**config.mk**
```make
export PLATFORM = sky130hd
export DESIGN_NAME = rx_cluster_dma
export DESIGN_NICKNAME = d
export VERILOG_FILES = /design/src/rtl/rxcd_pkg.sv /design/src/rtl/rxcd_tbl_walker.sv /design/src/rtl/rxcd_cluster_ctr.sv /design/src/rtl/rxcd_ctrl.sv /design/src/rtl/rx_cluster_dma.sv
export SDC_FILE = /design/constraint.sdc
export NUM_CORES = 2
export LEC_CHECK = 0
export BUFFER_PORTS_ARGS = -buffer_cell sky130_fd_sc_hd__buf_4
export CORE_AREA = 10 10 345 347
export DETAILED_ROUTE_END_ITERATION = 6
export DIE_AREA = 0 0 355 357
export GPL_ROUTABILITY_DRIVEN = 0
export PLACE_DENSITY_LB_ADDON = 0.12
export SLEW_MARGIN = 20
export SYNTH_ARGS = -nofsm -noshare
export SYNTH_HDL_FRONTEND = slang
export SYNTH_HIERARCHICAL = 1
export SYNTH_SLANG_ARGS = --single-unit
```
**constraint.sdc**
```tcl
create_clock -name clk -period 24 [get_ports clk]
set_input_delay 2.4 -clock clk [delete_from_list [all_inputs] [get_ports clk]]
set_output_delay 2.4 -clock clk [all_outputs]
set_load 0.005 [all_outputs]
```
**src/rtl/rxcd_pkg.sv**
```systemverilog
package rxcd_pkg;

  typedef enum logic [2:0] {
    OP_NOP  = 3'd0,
    OP_SAVE = 3'd1,
    OP_SKIP = 3'd2,
    OP_NEXT = 3'd3,
    OP_STAT = 3'd4,
    OP_INTR = 3'd5
  } rxcd_op_e;

  typedef enum logic [2:0] {
    ST_IDLE,
    ST_FIRST,
    ST_PREF,
    ST_RUN,
    ST_WDATA,
    ST_WSTAT
  } rxcd_state_e;

  // status qword with the completion marker bit forced on
  function automatic logic [63:0] stat_word(input logic [63:0] raw);
    return raw | 64'h8;
  endfunction

endpackage

```
**src/rtl/rxcd_tbl_walker.sv**
```systemverilog
module rxcd_tbl_walker #(
  parameter int AW = 64,
  parameter int CW = 16
) (
  input  logic          clk,
  input  logic          rst_n,
  input  logic [AW-1:0] base,
  input  logic [CW-1:0] qwords,
  input  logic          ld_base,
  input  logic          adv8,
  input  logic          adv16,
  input  logic          pf_we,
  input  logic [AW-1:0] pf_din,
  output logic [AW-1:0] tbl_ptr,
  output logic [AW-1:0] pf_addr,
  output logic [AW-1:0] pf_ptr
);

  localparam logic [AW-1:0] STEP_ONE = AW'(8);
  localparam logic [AW-1:0] STEP_TWO = AW'(16);

  // advance inside the circular table, offset kept below 8*qwords
  function automatic logic [AW-1:0] tbl_wrap(input logic [AW-1:0] b,
                                              input logic [AW-1:0] p,
                                              input logic [AW-1:0] inc,
                                              input logic [CW-1:0] qw);
    logic [AW-1:0] off;
    logic [AW-1:0] span;
    span = AW'({qw, 3'b000});
    off  = p - b + inc;
    if (off >= span) off = off - span;
    return b + off;
  endfunction

  assign pf_addr = tbl_wrap(base, tbl_ptr, STEP_ONE, qwords);

  always_ff @(posedge clk or negedge rst_n) begin
    if (!rst_n) begin
      tbl_ptr <= '0;
      pf_ptr  <= '0;
    end else begin
      if (ld_base)    tbl_ptr <= base;
      else if (adv8)  tbl_ptr <= tbl_wrap(base, tbl_ptr, STEP_ONE, qwords);
      else if (adv16) tbl_ptr <= tbl_wrap(base, tbl_ptr, STEP_TWO, qwords);
      if (pf_we) pf_ptr <= pf_din;
    end
  end

endmodule

```
**src/rtl/rxcd_cluster_ctr.sv**
```systemverilog
module rxcd_cluster_ctr #(
  parameter int AW = 64,
  parameter int CW = 16
) (
  input  logic          clk,
  input  logic          rst_n,
  input  logic [CW-1:0] limit,
  input  logic          load,
  input  logic [AW-1:0] load_ptr,
  input  logic          step,
  input  logic          save,
  output logic [AW-1:0] clu_ptr,
  output logic [CW-1:0] cnt,
  output logic [AW-1:0] head,
  output logic          at_limit
);

  localparam logic [AW-1:0] QW_BYTES = AW'(8);
  localparam logic [CW-1:0] CNT_ONE  = CW'(1);

  function automatic logic full_check(input logic [CW-1:0] c, input logic [CW-1:0] l);
    return c >= l;
  endfunction

  assign at_limit = full_check(cnt, limit);

  always_ff @(posedge clk or negedge rst_n) begin
    if (!rst_n) begin
      clu_ptr <= '0;
      cnt     <= '0;
      head    <= '0;
    end else begin
      if (load) begin
        clu_ptr <= load_ptr;
        cnt     <= '0;
      end else if (step) begin
        clu_ptr <= clu_ptr + QW_BYTES;
        cnt     <= cnt + CNT_ONE;
      end
      if (save) head <= clu_ptr;
    end
  end

endmodule

```
**src/rtl/rxcd_ctrl.sv**
```systemverilog
module rxcd_ctrl
  import rxcd_pkg::*;
#(
  parameter int AW = 64
) (
  input  logic          clk,
  input  logic          rst_n,
  input  logic          start,
  input  logic          irq_clr,
  input  logic          cmd_valid,
  input  logic [2:0]    cmd_op,
  input  logic [63:0]   cmd_data,
  output logic          cmd_ack,
  output logic          mem_req,
  output logic          mem_we,
  output logic [AW-1:0] mem_addr,
  output logic [63:0]   mem_wdata,
  input  logic          mem_ack,
  input  logic [63:0]   mem_rdata,
  input  logic [AW-1:0] tbl_ptr,
  input  logic [AW-1:0] pf_addr,
  input  logic [AW-1:0] pf_ptr,
  input  logic [AW-1:0] clu_ptr,
  input  logic          at_limit,
  output logic          ld_base,
  output logic          adv8,
  output logic          adv16,
  output logic          pf_we,
  output logic [AW-1:0] pf_din,
  output logic          clu_load,
  output logic [AW-1:0] clu_load_ptr,
  output logic          clu_step,
  output logic          clu_save,
  output logic          irq,
  output logic          ovf,
  output logic          ev_stat_wr,
  output logic          ev_data_wr,
  output logic          ev_irq_set,
  output logic          ev_ovf,
  output logic          run_active
);

  rxcd_state_e st, nxt;
  rxcd_op_e    op;
  logic        intr_pend;
  logic        zero_pend;

  assign op     = rxcd_op_e'(cmd_op);
  assign pf_din = mem_rdata[AW-1:0];

  always_comb begin
    nxt          = st;
    cmd_ack      = 1'b0;
    mem_req      = 1'b0;
    mem_we       = 1'b0;
    mem_addr     = '0;
    mem_wdata    = '0;
    ld_base      = 1'b0;
    adv8         = 1'b0;
    adv16        = 1'b0;
    pf_we        = 1'b0;
    clu_load     = 1'b0;
    clu_load_ptr = '0;
    clu_step     = 1'b0;
    clu_save     = 1'b0;
    ev_irq_set   = 1'b0;
    ev_ovf       = 1'b0;
    unique case (st)
      ST_IDLE: begin
        if (start) begin
          ld_base = 1'b1;
          nxt     = ST_FIRST;
        end
      end
      ST_FIRST: begin
        mem_req  = 1'b1;
        mem_addr = tbl_ptr;
        if (mem_ack) begin
          clu_load     = 1'b1;
          clu_load_ptr = mem_rdata[AW-1:0];
          adv8         = 1'b1;
          nxt          = ST_PREF;
        end
      end
      ST_PREF: begin
        mem_req  = 1'b1;
        mem_addr = pf_addr;
        if (mem_ack) begin
          pf_we   = 1'b1;
          cmd_ack = intr_pend;
          nxt     = ST_RUN;
        end
      end
      ST_RUN: begin
        if (cmd_valid) begin
          unique case (op)
            OP_SAVE: begin
              clu_save = 1'b1;
              cmd_ack  = 1'b1;
            end
            OP_SKIP: begin
              cmd_ack = 1'b1;
              if (at_limit) ev_ovf = 1'b1;
              else          clu_step = 1'b1;
            end
            OP_NEXT: begin
              if (at_limit) begin
                ev_ovf  = 1'b1;
                cmd_ack = 1'b1;
              end else begin
                nxt = ST_WDATA;
              end
            end
            OP_STAT: nxt = ST_WSTAT;
            OP_INTR: begin
              ev_irq_set   = 1'b1;
              clu_load     = 1'b1;
              clu_load_ptr = pf_ptr;
              nxt          = ST_PREF;
            end
            default: cmd_ack = 1'b1;
          endcase
        end
      end
      ST_WDATA: begin
        mem_req   = 1'b1;
        mem_we    = 1'b1;
        mem_addr  = clu_ptr;
        mem_wdata = zero_pend ? 64'd0 : cmd_data;
        if (mem_ack) begin
          clu_step = 1'b1;
          cmd_ack  = 1'b1;
          nxt      = ST_RUN;
        end
      end
      ST_WSTAT: begin
        mem_req   = 1'b1;
        mem_we    = 1'b1;
        mem_addr  = tbl_ptr;
        mem_wdata = stat_word(cmd_data);
        if (mem_ack) begin
          adv16   = 1'b1;
          cmd_ack = 1'b1;
          nxt     = ST_RUN;
        end
      end
      default: nxt = ST_IDLE;
    endcase
  end

  assign ev_stat_wr = (st == ST_WSTAT) && mem_req;
  assign ev_data_wr = (st == ST_WDATA) && mem_req;
  assign run_active = (st != ST_IDLE);

  always_ff @(posedge clk or negedge rst_n) begin
    if (!rst_n) begin
      st        <= ST_IDLE;
      intr_pend <= 1'b0;
      zero_pend <= 1'b0;
      irq       <= 1'b0;
      ovf       <= 1'b0;
    end else begin
      st <= nxt;
      if (ev_irq_set)          intr_pend <= 1'b1;
      else if (pf_we)          intr_pend <= 1'b0;
      if (st == ST_WSTAT && mem_ack)              zero_pend <= 1'b1;
      else if ((st == ST_WDATA && mem_ack) || ev_irq_set) zero_pend <= 1'b0;
      if (ev_irq_set)   irq <= 1'b1;
      else if (irq_clr) irq <= 1'b0;
      if (ev_ovf)       ovf <= 1'b1;
      else if (irq_clr) ovf <= 1'b0;
    end
  end

endmodule

```
**src/rtl/rx_cluster_dma.sv**
```systemverilog
module rx_cluster_dma #(
  parameter int AW = 64,
  parameter int CW = 16
) (
  input  logic          clk,
  input  logic          rst_n,
  input  logic          start,
  input  logic          irq_clr,
  input  logic [AW-1:0] cfg_tbl_base,
  input  logic [CW-1:0] cfg_clu_limit,
  input  logic [CW-1:0] cfg_tbl_qwords,
  input  logic          cmd_valid,
  input  logic [2:0]    cmd_op,
  input  logic [63:0]   cmd_data,
  output logic          cmd_ack,
  output logic          mem_req,
  output logic          mem_we,
  output logic [AW-1:0] mem_addr,
  output logic [63:0]   mem_wdata,
  input  logic          mem_ack,
  input  logic [63:0]   mem_rdata,
  output logic [AW-1:0] tbl_pos,
  output logic [AW-1:0] head_ptr,
  output logic          irq,
  output logic          ovf
);

  logic          ld_base, adv8, adv16, pf_we;
  logic [AW-1:0] pf_din, pf_addr, pf_ptr;
  logic          clu_load, clu_step, clu_save, at_limit;
  logic [AW-1:0] clu_load_ptr, clu_ptr;
  logic [CW-1:0] clu_cnt;
  logic          ev_stat_wr, ev_data_wr, ev_irq_set, ev_ovf, run_active;

  rxcd_tbl_walker #(.AW(AW), .CW(CW)) u_walker (
    .clk     (clk),
    .rst_n   (rst_n),
    .base    (cfg_tbl_base),
    .qwords  (cfg_tbl_qwords),
    .ld_base (ld_base),
    .adv8    (adv8),
    .adv16   (adv16),
    .pf_we   (pf_we),
    .pf_din  (pf_din),
    .tbl_ptr (tbl_pos),
    .pf_addr (pf_addr),
    .pf_ptr  (pf_ptr)
  );

  rxcd_cluster_ctr #(.AW(AW), .CW(CW)) u_cluster (
    .clk      (clk),
    .rst_n    (rst_n),
    .limit    (cfg_clu_limit),
    .load     (clu_load),
    .load_ptr (clu_load_ptr),
    .step     (clu_step),
    .save     (clu_save),
    .clu_ptr  (clu_ptr),
    .cnt      (clu_cnt),
    .head     (head_ptr),
    .at_limit (at_limit)
  );

  rxcd_ctrl #(.AW(AW)) u_ctrl (
    .clk          (clk),
    .rst_n        (rst_n),
    .start        (start),
    .irq_clr      (irq_clr),
    .cmd_valid    (cmd_valid),
    .cmd_op       (cmd_op),
    .cmd_data     (cmd_data),
    .cmd_ack      (cmd_ack),
    .mem_req      (mem_req),
    .mem_we       (mem_we),
    .mem_addr     (mem_addr),
    .mem_wdata    (mem_wdata),
    .mem_ack      (mem_ack),
    .mem_rdata    (mem_rdata),
    .tbl_ptr      (tbl_pos),
    .pf_addr      (pf_addr),
    .pf_ptr       (pf_ptr),
    .clu_ptr      (clu_ptr),
    .at_limit     (at_limit),
    .ld_base      (ld_base),
    .adv8         (adv8),
    .adv16        (adv16),
    .pf_we        (pf_we),
    .pf_din       (pf_din),
    .clu_load     (clu_load),
    .clu_load_ptr (clu_load_ptr),
    .clu_step     (clu_step),
    .clu_save     (clu_save),
    .irq          (irq),
    .ovf          (ovf),
    .ev_stat_wr   (ev_stat_wr),
    .ev_data_wr   (ev_data_wr),
    .ev_irq_set   (ev_irq_set),
    .ev_ovf       (ev_ovf),
    .run_active   (run_active)
  );

endmodule

```
; ---- Word level (Yosys, flattened, before mapping)
; Cells that the tools add are included.
[op_classes]
add_sub_neg = 10
n_lt_le_gt_ge = 3
n_eq_ne = 16
mux = 62
n_reduce_logical = 17
[op_table]
columns = cell, count
row1 = $mux 64, 16
row2 = $pmux 64 s2, 2
row3 = $add 64x64->64, 3
row4 = $pmux 64 s3, 1
row5 = $add 64x4->64 const B, 2
row6 = $ge 64x19->1, 2
row7 = $sub 64x19->64, 2
row8 = $add 64x5->64 const B, 1
row9 = $sub 64x64->64, 1
row10 = $mux 16, 2
row11 = $mux 1, 30
row12 = $add 16x1->16 const B, 1
row13 = $ge 16x16->1, 1
row14 = $mux 3, 5
row15 = $eq 3x2->1 const B, 4
row16 = $eq 3x3->1 const B, 4
row17 = $pmux 3 s4, 1
row18 = $reduce_bool 2->1, 5
row19 = $pmux 3 s3, 1
row20 = $reduce_or 2->1, 4
row21 = $eq 3x1->1 const B, 2
row22 = $ne 2x2->1 const B, 3
row23 = $pmux 1 s2, 3
row24 = $reduce_and 6->1, 1
row25 = other kinds (10), 11
[totals]
reg_bits = 279
inputBits = 233
output_inout_bits = 261
wordCells = 118

; ---- Longest topological paths before layout
[depth]
ltp_word = 11
depth_mapped = 48
mapped_depth_nobuf = 47

; ---- By module
; Netlist, hierarchy kept.
[by_module_without_submodules]
columns = mod, instances, cells_per_inst, area_each_um2, seq_area_each_um2
row1 = rxcd_tbl_walker, 1, 3283, 23934.2, 3203.1
row2 = rxcd_cluster_ctr, 1, 707, 7297.0, 3603.5
row3 = rxcd_ctrl, 1, 501, 3316.9, 175.2

; ---- Worst setup path after synthesis
; OpenSTA, ideal clock, no wires.
[synth_path]
path_kind = in2out
start = input cfg_tbl_base[0]
end = output mem_addr[63]
arrival_ps = 11220
t_required_ps = 21600
setup_slack_ps = 10380
cell_stages = 38
path_buffers = 1
path_cell_list = ha_1 -> fa_1 -> nand2b_1 -> a211o_1 -> a211o_1 -> a2111oi_4 -> o211a_2 -> nand4_1 -> nor4_2 -> and4_1 -> or4bb_1 -> xor2_1 -> or2_2 -> nand4bb_1 -> and4bb_1 -> nand4_1 -> clkbuf_1 -> mux2_2 -> [... 2 more ...] -> a21o_1 -> a21oi_1 -> o21bai_1 -> a211o_1 -> nor3_1 -> o21ai_0 -> nand4_1 -> a21boi_0 -> o41ai_1 -> o21ai_0 -> a31o_2 -> a21oi_1 -> o21ai_0 -> and3_1 -> nor2_1 -> xnor2_1 -> nand2_1 -> o21ai_0
[synth_via]
elab_chain_len = 6
elab_cells_between_ends = 7
cone_classes = 4 x add/sub / 1 x order compare / 2 x mux
[synth_lines]
columns = element, line_no
row1 = start: declaration, rx_cluster_dma.sv:9  ; input logic [AW-1:0] cfg_tbl_base,
row2 = $sub 64x64->64, rxcd_tbl_walker.sv:30  ; off = p - b + inc;
row3 = $add 64x4->64, rxcd_tbl_walker.sv:30
row4 = $sub 64x19->64 / $ge 64x19->1 (equally long branches), rxcd_tbl_walker.sv:31  ; if (off >= span) off = off - span;
row5 = $mux 64, rxcd_tbl_walker.sv:31
row6 = $add 64x64->64 (*), rxcd_tbl_walker.sv:32  ; return b + off;
row7 = net pf_addr[63], rx_cluster_dma.sv:29  ; logic [AW-1:0] pf_din, pf_addr, pf_ptr;
row8 = $pmux 64 s3 (*), rxcd_ctrl.sv:68  ; unique case (st)
row9 = end: declaration, rx_cluster_dma.sv:18  ; output logic [AW-1:0] mem_addr,
; The timed path passes the listed nets; every way through them passes the cells marked *.

; ---- Worst setup path after layout
; Ends and elaborated chain as after synthesis.

==> reports/metrics.csv <==
stage,metric,value,unit
floorplanning,core area,112000,µm²
layout,total of fill cells in the finished design,12100,
global_route,first-pass GRT wire length,230000,µm
clocking,TritonCTS clock tree,built,
clocking,cells resized by post-CTS repair,0,
timing,count of endpoints failing setup in the final report,0,
min_path,cell depth of the worst hold path,1,
timing,RSZ-0062 raised after global routing,false,
worst_setup_path,Worst path slowest cell,nor3_1,
layout,final layout net count,5293,
global_route,via count of the first global-routing pass,33900,
floorplanning,total die area,127000,µm²
layout,"leading cell type in the layout, fill and taps excluded",buf_4,
timing,count of pins over their slew limit,0,
timing,Max-Slew Margin vs Limit,0.340,
logic_synthesis,post-synthesis instance area,34500,µm²
detailed_routing,wire length after detailed routing,158000,µm
timing,final-layout setup total negative slack,0,ps
clocking,Worst-Skew Late Latency,550,ps
logic_synthesis,Ys Warns,6,
global_route,pin count of the biggest net entering global routing,133,
layout,area added between synthesis and finish,17.1,%
flow_run,number of max-capacitance violations reported,0,
timing,skew final,18.8,ps
worst_setup_path,endpoint of the lowest-slack register-to-register path,u_walker/tbl_ptr[63],
clocking,count of hold-fix buffers inserted at cts,0,
detailed_routing,total DRC errors in the routed layout,1,
place,HPWL after detailed placement,130000,µm
clocking,number of post-CTS setup repair buffers,0,
place,total of buffers placed on input and output ports,493,
detailed_routing,DRT Pass-1 Iters,7,
timing,number of failing hold endpoints at the final stage,0,
min_path,start point of the worst hold path,u_ctrl/ovf,
global_route,antenna violations before repair,2,
timing,max frequency,62.5,MHz
logic_synthesis,Synthesized Nets,4973,
detailed_routing,Final ANT Viol Nets,0,
layout,utilization after layout,0.361,
worst_setup_path,Startpoint Class,input pin,
timing,minimum hold slack,487,ps
clocking,total clock sinks,279,
clocking,master cell of the clock root buffer,clkbuf_16,
min_path,type of the worst min-delay path,flip-flop to flip-flop,
worst_setup_path,Crit Reg-Reg Startpoint,u_walker/tbl_ptr[0],
timing,transition time at the pin with the least slew margin,980,ps
clocking,"Reg clk slew, reported paths",60,ps
clocking,TritonCTS buffer count,35,
global_route,total grt overflow,0,
worst_setup_path,Worst EP arrival,13590,ps
worst_setup_path,worst r2r path cells,34,
worst_setup_path,startpoint-to-endpoint class of the critical path,input pin to output pin,
floorplanning,Die Width,355,µm
place,minimum setup slack after placement,8310,ps
clocking,worst-case clock buffer depth,3,
floorplanning,die boundary height,357,µm
worst_setup_path,delay contributed by the slowest stage of the critical path,750,ps
detailed_routing,vias per cell,5.64,
min_path,hold path endpoint,u_ctrl/ovf,
worst_setup_path,slack of the worst reg-to-reg path,11530,ps
global_route,total global routing track utilization,0.237,
timing,minimum setup slack in the final design,8010,ps
worst_setup_path,CP max FO,17,
detailed_routing,violation count after the first detailed-route iteration,3602,
layout,"commonest non-fill, non-tap cells in the layout","buf_4 (542), nand2_1 (457), o21ai_0 (324)",
worst_setup_path,category of the worst setup path capture point,output pin,
clocking,maximum level of the CTS H-tree,2,
timing,post-layout min period,15990,ps
run_status,status,"complete, but fails checks",
floorplanning,IO Count,494,
run_status,violations in the final reports,DRC,
logic_synthesis,synthesized netlist cell count,4489,
logic_synthesis,mean cell area of the mapped netlist,7.69,µm²
floorplanning,Site Rows,123,
detailed_routing,per-cell routed wire length,25.0,µm
floorplanning,Starting Density,0.308,
layout,share of cells above drive strength 1,0.170,
timing,Final Cycle Share,0.666,
detailed_routing,vias post-DR,35700,
worst_setup_path,Required @ worst endpoint,21600,ps
cell type report:
class | instances | area, µm² | share of cell area
Clock inverter | 11 | 136 | 0.00337
Sequential cell | 279 | 6980 | 0.173
Inverter | 204 | 766 | 0.0189
Timing Repair Buffer | 546 | 4140 | 0.102
Tap cell | 1500 | 1880 | 0.0464
Clock buffer | 48 | 1020 | 0.0252
Multi-Input combinational cell | 3743 | 25500 | 0.631
Antenna cell | 4 | 10.0 | 0.000248
worst max path at each step:
stage,from,depth (start not counted),end
final,cfg_tbl_base[0],40,mem_addr[63]
after global routing,cfg_tbl_base[0],41,mem_addr[63]
after CTS,cfg_tbl_base[0],40,mem_addr[63]
after detailed placement,cfg_tbl_base[0],40,mem_addr[63]
after global placement,cfg_tbl_base[0],40,mem_addr[63]
after floorplan,cfg_tbl_base[0],38,mem_addr[63]
state kept, by name (all words and copies together) (netlist names):
name and count:
u_ctrl/zero_pend 1, u_ctrl/st 3, u_cluster/cnt 16, u_walker/tbl_ptr 64
u_ctrl/intr_pend 1, u_walker/pf_ptr 64, u_cluster/clu_ptr 64, u_ctrl/irq 1
u_cluster/head 64, u_ctrl/ovf 1
metrics by stage:
| stage | cell area [µm²] | std cells |
|---|---|---|
| 2_1_floorplan | 34500 | 4489 |
| 6_report | 40400 | 6335 |
| 3_5_place_dp | 39200 | 6271 |
| 4_1_cts | 40400 | 6330 |
| 3_3_place_gp | 39200 | 6271 |
| 5_1_grt | 40400 | 6332 |
metal layers:
metal  vias up  global-route usage  part of all wire
li1      17000                   -                 -
met5         -                   0          0.000082
met2      1387               0.357              0.43
met3       175              0.0483             0.083
met1     17100               0.339              0.46
met4         2              0.0618             0.027
critical path: cells and delay by family:
family,cells,cell delay (ps)
AOI/OAI and AO/OA,19,5260
adders and majority gates,3,1080
and+or+nand+nor,13,3890
xor gates and xnor gates,1,130
buffers and inverters,3,490
muxes,1,300
Power is not shown: default switching activity piles up to over one toggle a cycle in this logic, so the estimate is an artifact.
